$ cat config.mk
export PLATFORM = sky130hd
export DESIGN_NAME = cfg_stream_parser
export DESIGN_NICKNAME = d
export VERILOG_FILES = /design/src/rtl/cfgp_pkg.sv /design/src/rtl/cfgp_bytecnt.sv /design/src/rtl/cfgp_idregs.sv /design/src/rtl/cfg_stream_parser.sv
export SDC_FILE = /design/constraint.sdc
export NUM_CORES = 1
export LEC_CHECK = 0
export CELL_PAD_IN_SITES_DETAIL_PLACEMENT = 1
export CELL_PAD_IN_SITES_GLOBAL_PLACEMENT = 1
export CORE_MARGIN = 2
export CORE_UTILIZATION = 29
export DETAILED_ROUTE_END_ITERATION = 12
export PLACE_DENSITY = 0.6
export SLEW_MARGIN = 25
export SYNTH_ARGS = -nofsm -noshare
export SYNTH_HDL_FRONTEND = slang
export SYNTH_SLANG_ARGS = --single-unit
$ cat constraint.sdc
create_clock -name clk -period 3.1 [get_ports clk]
set_input_delay 0.62 -clock clk [delete_from_list [all_inputs] [get_ports clk]]
set_output_delay 0.62 -clock clk [all_outputs]
set_load 0.02 [all_outputs]
$ cat src/rtl/cfgp_pkg.sv
package cfgp_pkg;
   typedef enum logic [1:0] {
      PATH_NONE  = 2'd0,
      PATH_FULL  = 2'd1,
      PATH_SHORT = 2'd2,
      PATH_HOST  = 2'd3
   } path_e;

   typedef enum logic [1:0] {
      ST_IDLE = 2'd0,
      ST_HDR  = 2'd1,
      ST_BODY = 2'd2
   } pstate_e;

   localparam int HDR_BYTES = 6;
endpackage

$ cat src/rtl/cfgp_bytecnt.sv
module cfgp_bytecnt #(
   parameter int CNT_W = 9
) (
   input  logic             clk,
   input  logic             rst_n,
   input  logic             clr,
   input  logic             inc,
   output logic [CNT_W-1:0] cnt
);
   always_ff @(posedge clk or negedge rst_n) begin
      if (!rst_n)   cnt <= '0;
      else if (clr) cnt <= '0;
      else if (inc) cnt <= cnt + 1'b1;
   end
endmodule

$ cat src/rtl/cfgp_idregs.sv
module cfgp_idregs #(
   parameter int BYTE_W   = 8,
   parameter int ID_WORDS = 3
) (
   input  logic                           clk,
   input  logic                           rst_n,
   input  logic                           we,
   input  logic [$clog2(2*ID_WORDS)-1:0]  sel,
   input  logic [BYTE_W-1:0]              dat,
   output logic [ID_WORDS*2*BYTE_W-1:0]   ids
);
   localparam int WORD_W = 2 * BYTE_W;

   generate
      if (ID_WORDS < 1) begin : g_bad
         $error("ID_WORDS must be at least 1");
      end
      for (genvar w = 0; w < ID_WORDS; w++) begin : g_word
         for (genvar b = 0; b < 2; b++) begin : g_byte
            always_ff @(posedge clk or negedge rst_n) begin
               if (!rst_n)
                  ids[w*WORD_W + b*BYTE_W +: BYTE_W] <= '0;
               else if (we && (int'(sel) == 2*w + b))
                  ids[w*WORD_W + b*BYTE_W +: BYTE_W] <= dat;
            end
         end
      end
   endgenerate
endmodule

$ cat src/rtl/cfg_stream_parser.sv
module cfg_stream_parser
   import cfgp_pkg::*;
#(
   parameter int          BYTE_W    = 8,
   parameter int          LEN_W     = 16,
   parameter int          MAX_LEN   = 500,
   parameter int          SHORT_LEN = 6,
   parameter logic [7:0]  MARK      = 8'hC4,
   parameter logic [7:0]  IFCFG_RST = 8'h00,
   parameter logic [7:0]  POLAR_RST = 8'h00,
   localparam int         IDX_W     = $clog2(MAX_LEN),
   localparam int         ID_WORDS  = SHORT_LEN / 2
) (
   input  logic               clk,
   input  logic               rst_n,
   input  logic               start,
   input  logic               mem_present,
   input  logic               byte_vld,
   input  logic [BYTE_W-1:0]  byte_dat,
   input  logic               stream_end,
   input  logic               stream_err,
   output logic [BYTE_W-1:0]  ifcfg,
   output logic [BYTE_W-1:0]  polar,
   output logic [15:0]        vid,
   output logic [15:0]        pid,
   output logic [15:0]        did,
   output logic               dsc_we,
   output logic [IDX_W-1:0]   dsc_idx,
   output logic [BYTE_W-1:0]  dsc_dat,
   output logic               done,
   output logic [1:0]         done_path,
   output logic               enum_ok,
   output logic               host_rdy,
   output logic               err
);
   localparam int SEL_W = $clog2(SHORT_LEN);

   generate
      if (BYTE_W != 8)            begin : g_bw  $error("BYTE_W must be 8"); end
      if (MAX_LEN <= SHORT_LEN)   begin : g_ml  $error("MAX_LEN too small"); end
      if (SHORT_LEN != 6)         begin : g_sl  $error("SHORT_LEN must be 6 for three IDs"); end
      if (LEN_W != 2 * BYTE_W)    begin : g_lw  $error("LEN_W must be two bytes"); end
   endgenerate

   pstate_e           st;
   logic [IDX_W-1:0]  cnt;
   logic [LEN_W-1:0]  len_q;
   logic [BYTE_W-1:0] len_lo;
   logic              short_q;
   logic              abort, take, cnt_clr, last_body;
   logic [LEN_W-1:0]  len_new, cnt_ext;
   logic [ID_WORDS*16-1:0] ids;

   assign abort     = (st != ST_IDLE) && (stream_end || stream_err);
   assign take      = (st != ST_IDLE) && byte_vld && !abort;
   assign len_new   = {byte_dat, len_lo};
   assign cnt_ext   = {{(LEN_W-IDX_W){1'b0}}, cnt};
   assign last_body = (cnt_ext == len_q - 16'd1);
   assign cnt_clr   = (st == ST_IDLE) ||
                      (st == ST_HDR && take && int'(cnt) == HDR_BYTES - 1);

   cfgp_bytecnt #(.CNT_W(IDX_W)) u_cnt (
      .clk(clk), .rst_n(rst_n), .clr(cnt_clr), .inc(take), .cnt(cnt)
   );

   cfgp_idregs #(.BYTE_W(BYTE_W), .ID_WORDS(ID_WORDS)) u_ids (
      .clk(clk), .rst_n(rst_n),
      .we(st == ST_BODY && short_q && take),
      .sel(cnt[SEL_W-1:0]), .dat(byte_dat), .ids(ids)
   );

   assign vid = ids[15:0];
   assign pid = ids[31:16];
   assign did = ids[47:32];

   always_ff @(posedge clk or negedge rst_n) begin
      if (!rst_n) begin
         st        <= ST_IDLE;
         ifcfg     <= IFCFG_RST;
         polar     <= POLAR_RST;
         len_lo    <= '0;
         len_q     <= '0;
         short_q   <= 1'b0;
         dsc_we    <= 1'b0;
         dsc_idx   <= '0;
         dsc_dat   <= '0;
         done      <= 1'b0;
         done_path <= PATH_NONE;
         enum_ok   <= 1'b0;
         host_rdy  <= 1'b0;
         err       <= 1'b0;
      end else begin
         done     <= 1'b0;
         enum_ok  <= 1'b0;
         host_rdy <= 1'b0;
         dsc_we   <= 1'b0;
         unique case (st)
            ST_IDLE: if (start) begin
               err <= 1'b0;
               if (!mem_present) begin
                  done <= 1'b1; done_path <= PATH_HOST; host_rdy <= 1'b1;
               end else begin
                  st <= ST_HDR;
               end
            end
            ST_HDR: if (abort) begin
               err <= 1'b1; st <= ST_IDLE;
               done <= 1'b1; done_path <= PATH_HOST; host_rdy <= 1'b1;
            end else if (take) begin
               case (int'(cnt))
                  0, 3: if (byte_dat != MARK) begin
                     st <= ST_IDLE;
                     done <= 1'b1; done_path <= PATH_HOST; host_rdy <= 1'b1;
                  end
                  1: ifcfg  <= byte_dat;
                  2: polar  <= byte_dat;
                  4: len_lo <= byte_dat;
                  default: begin
                     len_q <= len_new;
                     if (len_new == 16'(SHORT_LEN)) begin
                        short_q <= 1'b1; st <= ST_BODY;
                     end else if (len_new == '0 || len_new > 16'(MAX_LEN)) begin
                        err <= 1'b1; st <= ST_IDLE;
                        done <= 1'b1; done_path <= PATH_HOST; host_rdy <= 1'b1;
                     end else begin
                        short_q <= 1'b0; st <= ST_BODY;
                     end
                  end
               endcase
            end
            ST_BODY: if (abort) begin
               err <= 1'b1; st <= ST_IDLE;
               done <= 1'b1; done_path <= PATH_HOST; host_rdy <= 1'b1;
            end else if (take) begin
               if (!short_q) begin
                  dsc_we <= 1'b1; dsc_idx <= cnt; dsc_dat <= byte_dat;
               end
               if (last_body) begin
                  st <= ST_IDLE; done <= 1'b1; enum_ok <= 1'b1;
                  done_path <= short_q ? PATH_SHORT : PATH_FULL;
               end
            end
            default: st <= ST_IDLE;
         endcase
      end
   end

   // completion pulse never lasts two cycles
   a_r10_done_single: assert property (@(posedge clk) disable iff (!rst_n)
      done |=> !done);
   // a completion always carries a real outcome code
   a_r10_path_valid: assert property (@(posedge clk) disable iff (!rst_n)
      done |-> done_path != PATH_NONE);
   // enumeration-complete only with a memory-loaded outcome
   a_r7_enum_path: assert property (@(posedge clk) disable iff (!rst_n)
      enum_ok |-> done && (done_path == PATH_FULL || done_path == PATH_SHORT));
   // host hand-off pulse only with the host outcome
   a_r2_rdy_host: assert property (@(posedge clk) disable iff (!rst_n)
      host_rdy |-> done && done_path == PATH_HOST && !enum_ok);
   // an erroneous end never reports a memory load
   a_r9_err_host: assert property (@(posedge clk) disable iff (!rst_n)
      (done && err) |-> done_path == PATH_HOST);
   // write index stays inside the declared length
   a_r7_idx_bound: assert property (@(posedge clk) disable iff (!rst_n)
      dsc_we |-> ({{(LEN_W-IDX_W){1'b0}}, dsc_idx} < len_q));
   // idle traffic does not touch the configuration registers
   a_r11_idle_stable: assert property (@(posedge clk) disable iff (!rst_n)
      (st == ST_IDLE && !start) |=> ($stable(ifcfg) && $stable(polar)));
endmodule

[Word level (Yosys, flattened, before mapping)]
Cells that the tools add are included.
Storage, ports and cells
  bits in registers: 124
  logic and storage cells: 150
  input port bits: 15
  output and inout bits: 88
Operators by class
  equal/unequal tests: 30
  $add $sub $neg: 2
  bitwise logic cells: 3
  magnitude comparators: 1
  mux-type cells: 57
  reduce and logical (&&, ||, !) cells: 36
Operators with widths (count)
  two-way mux 2 bit: 21
  two-way mux 1 bit: 26
  AND reduction 4 bit: 5
  == test 9 x 2 -> 1 bit, second input constant: 2
  two-way mux 9 bit: 2
  != test 3 bit, second input constant: 6
  == test 16 x 3 -> 1 bit, second input constant: 1
  == test 9 x 16 -> 1 bit: 1
  greater-than comparator 16 x 9 -> 1 bit, second input constant: 1
  zero test 16 bit: 1
  subtractor 16 x 1 -> 16 bit, second input constant: 1
  AND reduction 7 bit: 2
  logical AND 1 bit: 13
  == test 3 bit, second input constant: 4
  one-hot mux 2 bit (3 select lines): 2
  != test 2 bit, second input constant: 5
  AND reduction 10 bit: 1
  adder 9 x 1 -> 9 bit, second input constant: 1
  == test 9 x 1 -> 1 bit, second input constant: 1
  == test 9 x 3 -> 1 bit, second input constant: 1
  == test 9 x 4 -> 1 bit, second input constant: 1
  zero test 9 bit: 1
  one-hot mux 1 bit (3 select lines): 3
  != test 8 bit, second input constant: 1
  20 further kinds: 26

[Depth between registers and ports, before layout]
  word-level depth: 8
  gate-level depth with buffers: 11
  gate-level depth less buffers: 9

[Cells and area by module]
From an unflattened synthesis, not the netlist that was laid out.
Second synthesis, totals
  cell total of the unflattened synthesis: 477
  area total of the unflattened synthesis: 5694.2 um2
Modules (own cells, without submodules)
  cfg_stream_parser: sequential area each 1676.6 um2, cells an instance 328, area each 3402.0 um2, instances 1
  cfgp_idregs: sequential area each 1201.2 um2, cells an instance 106, area each 1833.0 um2, instances 1
  cfgp_bytecnt: sequential area each 225.2 um2, cells an instance 43, area each 459.2 um2, instances 1

[Least setup slack after synthesis]
OpenSTA, ideal clock, no wires.
  path kind: input to register
  start: in byte_dat[1]
  end: reg done_path[0]
  required time: 2.979 ns
  setup time: 0.121 ns
  setup slack: 0.431 ns
  cell stages on the path: 6
  path buffers: 0
  data arrival time: 2.548 ns
  cells stage by stage: or4_4 > or4_4 > or4_1 > and4_4 > a21boi_4 > o22a_1
Between the ends
  word-level cells in the longest chain between the ends: 4
  elaborated cells between the ends (all ways): 9
  classes of those cells: order compare: 1; eq/ne: 5; reduce/logical: 3
RTL lines
  from (decl): RTL line cfg_stream_parser.sv:19  | input logic [BYTE_W-1:0] byte_dat,
  greater-than comparator 16 x 9 -> 1 bit or zero test 16 bit (tied branches): RTL line cfg_stream_parser.sv:122  | end else if (len_new == '0 || len_new > 16'(MAX_LEN)) begin
  logical OR 1 bit: RTL line cfg_stream_parser.sv:122
  != test 4 x 2 -> 1 bit (no line)
  AND reduction 10 bit (no line) *
  to (signal assigned): RTL line cfg_stream_parser.sv:140  | done_path <= short_q ? PATH_SHORT : PATH_FULL;
  to (decl): RTL line cfg_stream_parser.sv:31  | output logic [1:0] done_path,
Every way passes the cells marked *; elsewhere a longest branch is shown, timed or not.
A chain may end at the register's enable or synchronous reset.

[Worst setup path after layout]
  start: reg len_q[2]
  end: reg st[1]
Between the ends
  word-level cells in the longest chain between the ends: 4
RTL lines
  from (decl): RTL line cfg_stream_parser.sv:47  | logic [LEN_W-1:0] len_q;
  from (signal assigned): RTL line cfg_stream_parser.sv:119  | len_q <= len_new;
  subtractor 16 x 1 -> 16 bit: RTL line cfg_stream_parser.sv:58  | assign last_body = (cnt_ext == len_q - 16'd1);
  == test 9 x 16 -> 1 bit: RTL line cfg_stream_parser.sv:58
  != test 3 bit (no line)
  AND reduction 7 bit (no line)
  to (signal assigned): RTL line cfg_stream_parser.sv:78  | st <= ST_IDLE;
  to (signal assigned): RTL line cfg_stream_parser.sv:103  | st <= ST_HDR;
  to (signal assigned): RTL line cfg_stream_parser.sv:107  | err <= 1'b1; st <= ST_IDLE;
  to (decl): RTL line cfg_stream_parser.sv:45  | pstate_e st;
Every way passes these cells.

==> results.py <==
metrics = {
    "power": {
        "p_switching_w": 0.00136,
        "p_comb_frac": 0.182,
        "ir_drop_mv": 0.362,
        "powerDensity_nw_per_um2": 607,
        "clock_power_share": 0.414,
        "pwr-share-seq": 0.404,
        "leakagePower_nw": 3.55,
        "swShare": 0.292,
        "p_int_w": 0.00332,
    },
    "layout": {
        "syn_to_final_growth_pct": 36.2,
        "nets": 612,
        "fin_util": 0.399,
        "drive_gt1_frac": 0.282,
        "diodes": 0,
    },
    "logic_synthesis": {
        "avgSynthCellArea_um2": 12.2,
        "synth_warnings": 0,
        "async_flop_share": 1.00,
        "synth_edf_count": 0,
        "synth_nets": 488,
        "ys_ff_latch": 124,
        "ys_types": 54,
        "ys_seq_area_frac": 0.548,
        "netlist_area_um2": 5660,
        "synthCells": 463,
        "ys.flop_type": "dfrtp_1",
    },
    "die": {
        "start_util": 0.293,
        "die_w_um": 144,
        "rows": 51,
        "io_pins": 103,
        "core_area_um2": 19300,
        "dieHeight_um": 144,
        "die_area_um2": 20700,
    },
    "clock_tree": {
        "cts_max_path_buffers": 2,
        "cts_resized": 0,
        "cts_made_buffers": 17,
        "cts.hold.buffers_added": 0,
        "clk_pin_slew_ns": 0.06,
        "clk_latency_ns": 0.42,
        "tritoncts": "built",
        "cts-root-buf": "clkbuf_16",
        "post_cts_buffers": 0,
        "clock-sinks": 124,
        "cts-htree-levels": 4,
    },
    "placement": {
        "hpwl_um": 11700,
        "port-buffer-count": 102,
        "gp_congestion": 0.794,
    },
    "critical_path": {
        "critPathTopFamily": "simple AND/OR/NAND/NOR gates",
        "crit_path_max_fanout": 8,
        "critPathLaunchType": "flip-flop",
        "cp_slowest_stage_delay_ns": 0.50,
        "cp_num_buf_inv": 0,
        "end_kind": "flip-flop",
        "cp_slowest_cell": "or4_4",
        "rr_startpoint": "len_q[2]$_DFFE_PN0P_",
        "worstSetupPathType": "flip-flop to flip-flop",
        "cp.required_ns": 3.39,
        "crit_chain": "or3_4, or4_4, xnor2_1, a221oi_1, nand4_2, a21oi_2, mux2_1",
        "worstSetupStartpoint": "len_q[2]$_DFFE_PN0P_",
        "critPathArrivalTime_ns": 3.17,
    },
    "sta": {
        "min_period_ns": 2.87,
        "finalClockSkew_ns": 0.00822,
        "fin_crit_sh": 0.927,
        "max_freq_mhz": 348,
        "setup_viol_count_final": 0,
        "slew_headroom": 0.611,
        "grt_setup_unrepaired": "false",
        "hold_violations": 0,
        "tightest_slew_ns": 0.584,
        "setup-tns-final_ns": 0,
        "final_max_slew_viol_count": 0,
    },
    "route": {
        "wl_per_cell_um": 18.9,
        "wl_um": 16400,
        "drc_errors": 0,
        "via_count": 4137,
        "ant_nets": 0,
        "first_pass_iters": 4,
        "vias_per_cell": 4.78,
        "drtIter0Drc": 191,
    },
    "global_route": {
        "antenna_found_initial": 0,
        "grt_pass1_wl_um": 26300,
        "track_usage": 0.170,
        "gr-total-overflow": 0,
        "grt_pass1_vias": 4590,
        "grt_start_max_net_pins": 47,
    },
    "outcome": {
        "status": "complete, no violations",
    },
    "run": {
        "cap_violations": 0,
    },
    "min_path": {
        "worstHoldPathType": "input pin to async pin",
    },
}
## power groups by stage
stage          combinational, W  sequential, W  clock [W]
4_1_cts                0.000864        0.00189    0.00198
3_5_place_dp           0.000856        0.00192          0
6_report               0.000854        0.00189    0.00194
3_3_place_gp           0.000838        0.00191          0
5_1_grt                0.000954        0.00191    0.00206
2_1_floorplan          0.000496        0.00192          0
## worst reg2reg max path, cell delays in order, from the launching register on
cell	delay (ns)
dfrtp_1	0.47
or3_4	0.45
or4_4	0.50
xnor2_1	0.15
a221oi_1	0.35
nand4_2	0.25
a21oi_2	0.25
mux2_1	0.34
## layer usage
metal  share of wire  GRT usage
met1            0.46      0.221
met2            0.45      0.255
met3           0.075     0.0696
met4           0.019     0.0635
met5               0          0
## final timing paths
check / to / slack (ns) / depth (start not counted)
worst max register to register: st[1]$_DFFE_PN0P_ / 0.23 / 7
worst max-delay path: st[1]$_DFFE_PN0P_ / 0.23 / 7
worst min-delay path: ifcfg[3]$_DFFE_PN0P_ / 0.20 / 1
max in group asynchronous: dsc_we$_DFF_PN0_ / 2.12 / 2
worst min register to register: dsc_idx[0]$_DFFE_PN0P_ / 0.50 / 2
min in group clk: dsc_idx[0]$_DFFE_PN0P_ / 0.50 / 2
## cell usage after synthesis (2+ instances only)
master / number / share of area
clkbuf_1: 22 / 0.015
mux2i_1: 2 / 0.0035
mux2_2: 97 / 0.19
o31ai_1: 2 / 0.0026
and3_1: 4 / 0.0044
a31oi_1: 5 / 0.0055
nor3b_1: 5 / 0.0066
inv_1: 14 / 0.0093
nor2_1: 35 / 0.023
a211oi_1: 2 / 0.0026
nor4b_1: 4 / 0.0062
nand3_1: 6 / 0.0053
and2_1: 5 / 0.0055
or4_4: 3 / 0.0060
buf_2: 2 / 0.0018
xnor2_1: 7 / 0.011
and3b_1: 2 / 0.0031
o22a_1: 2 / 0.0031
mux2_1: 2 / 0.0040
a21oi_1: 5 / 0.0044
nor4_1: 3 / 0.0033
nand4_1: 8 / 0.0088
o21a_1: 2 / 0.0026
ha_1: 10 / 0.022
nor3_1: 8 / 0.0071
o211ai_1: 2 / 0.0026
nand2_1: 25 / 0.017
or2_2: 3 / 0.0033
dfrtp_1: 124 / 0.55
o21ai_0: 17 / 0.015
xor2_1: 11 / 0.017
or4_1: 2 / 0.0026
## kinds of logic after synthesis
kind of cell    share of synthesized area
compound gates                     0.0557
xor+xnor                           0.0278
fa+ha+maj                          0.0221
buf+inv                            0.0256
flops                               0.548
mux                                 0.200
simple gates                        0.121
## area by class of cell
cell class	instances	area, um2
Tap cell	265	332
Multi-Input combinational cell	301	2420
Fill cell	2069	11600
Timing Repair Buffer	129	1230
Sequential cell	124	3100
Clock buffer	18	429
Clock inverter	14	148
Inverter	14	52.6
## stage by stage
stage               total power [W]  area (um2)  hold WS (ns)  std cells  setup WS (ns)
floorplan                   0.00241        5660         0.324        463          0.431
global placement            0.00275        7140         0.473        833        -0.0888
detailed placement          0.00278        7140         0.489        833         -0.110
CTS                         0.00474        7710         0.212        865          0.216
global route                0.00492        7710         0.234        865         0.0136
finish                      0.00468        7710         0.198        865          0.228
## flip-flops by register name, indices dropped and copies added (netlist names), 8 cells and up
signal     flops
len_lo         8
len_q         16
dsc_idx        9
u_cnt.cnt      9
ifcfg          8
u_ids.ids     48
dsc_dat        8
polar          8
## layout by cell type (no fill, tap or decap), types with 4 or more instances in the layout
| cell | n |
|---|---|
| nand3_1 | 6 |
| mux2_2 | 97 |
| inv_1 | 14 |
| clkdlybuf4s50_1 | 101 |
| nor4b_1 | 4 |
| a31oi_1 | 5 |
| and3_1 | 4 |
| o21ai_0 | 17 |
| buf_4 | 27 |
| a21oi_1 | 5 |
| nand2_1 | 25 |
| xnor2_1 | 7 |
| clkinvlp_4 | 5 |
| nor2_1 | 35 |
| dfrtp_1 | 124 |
| and2_1 | 5 |
| ha_1 | 10 |
| nand4_1 | 8 |
| clkbuf_16 | 17 |
| xor2_1 | 11 |
| nor3_1 | 8 |
| nor3b_1 | 5 |
(Power assumes the default switching activity.)
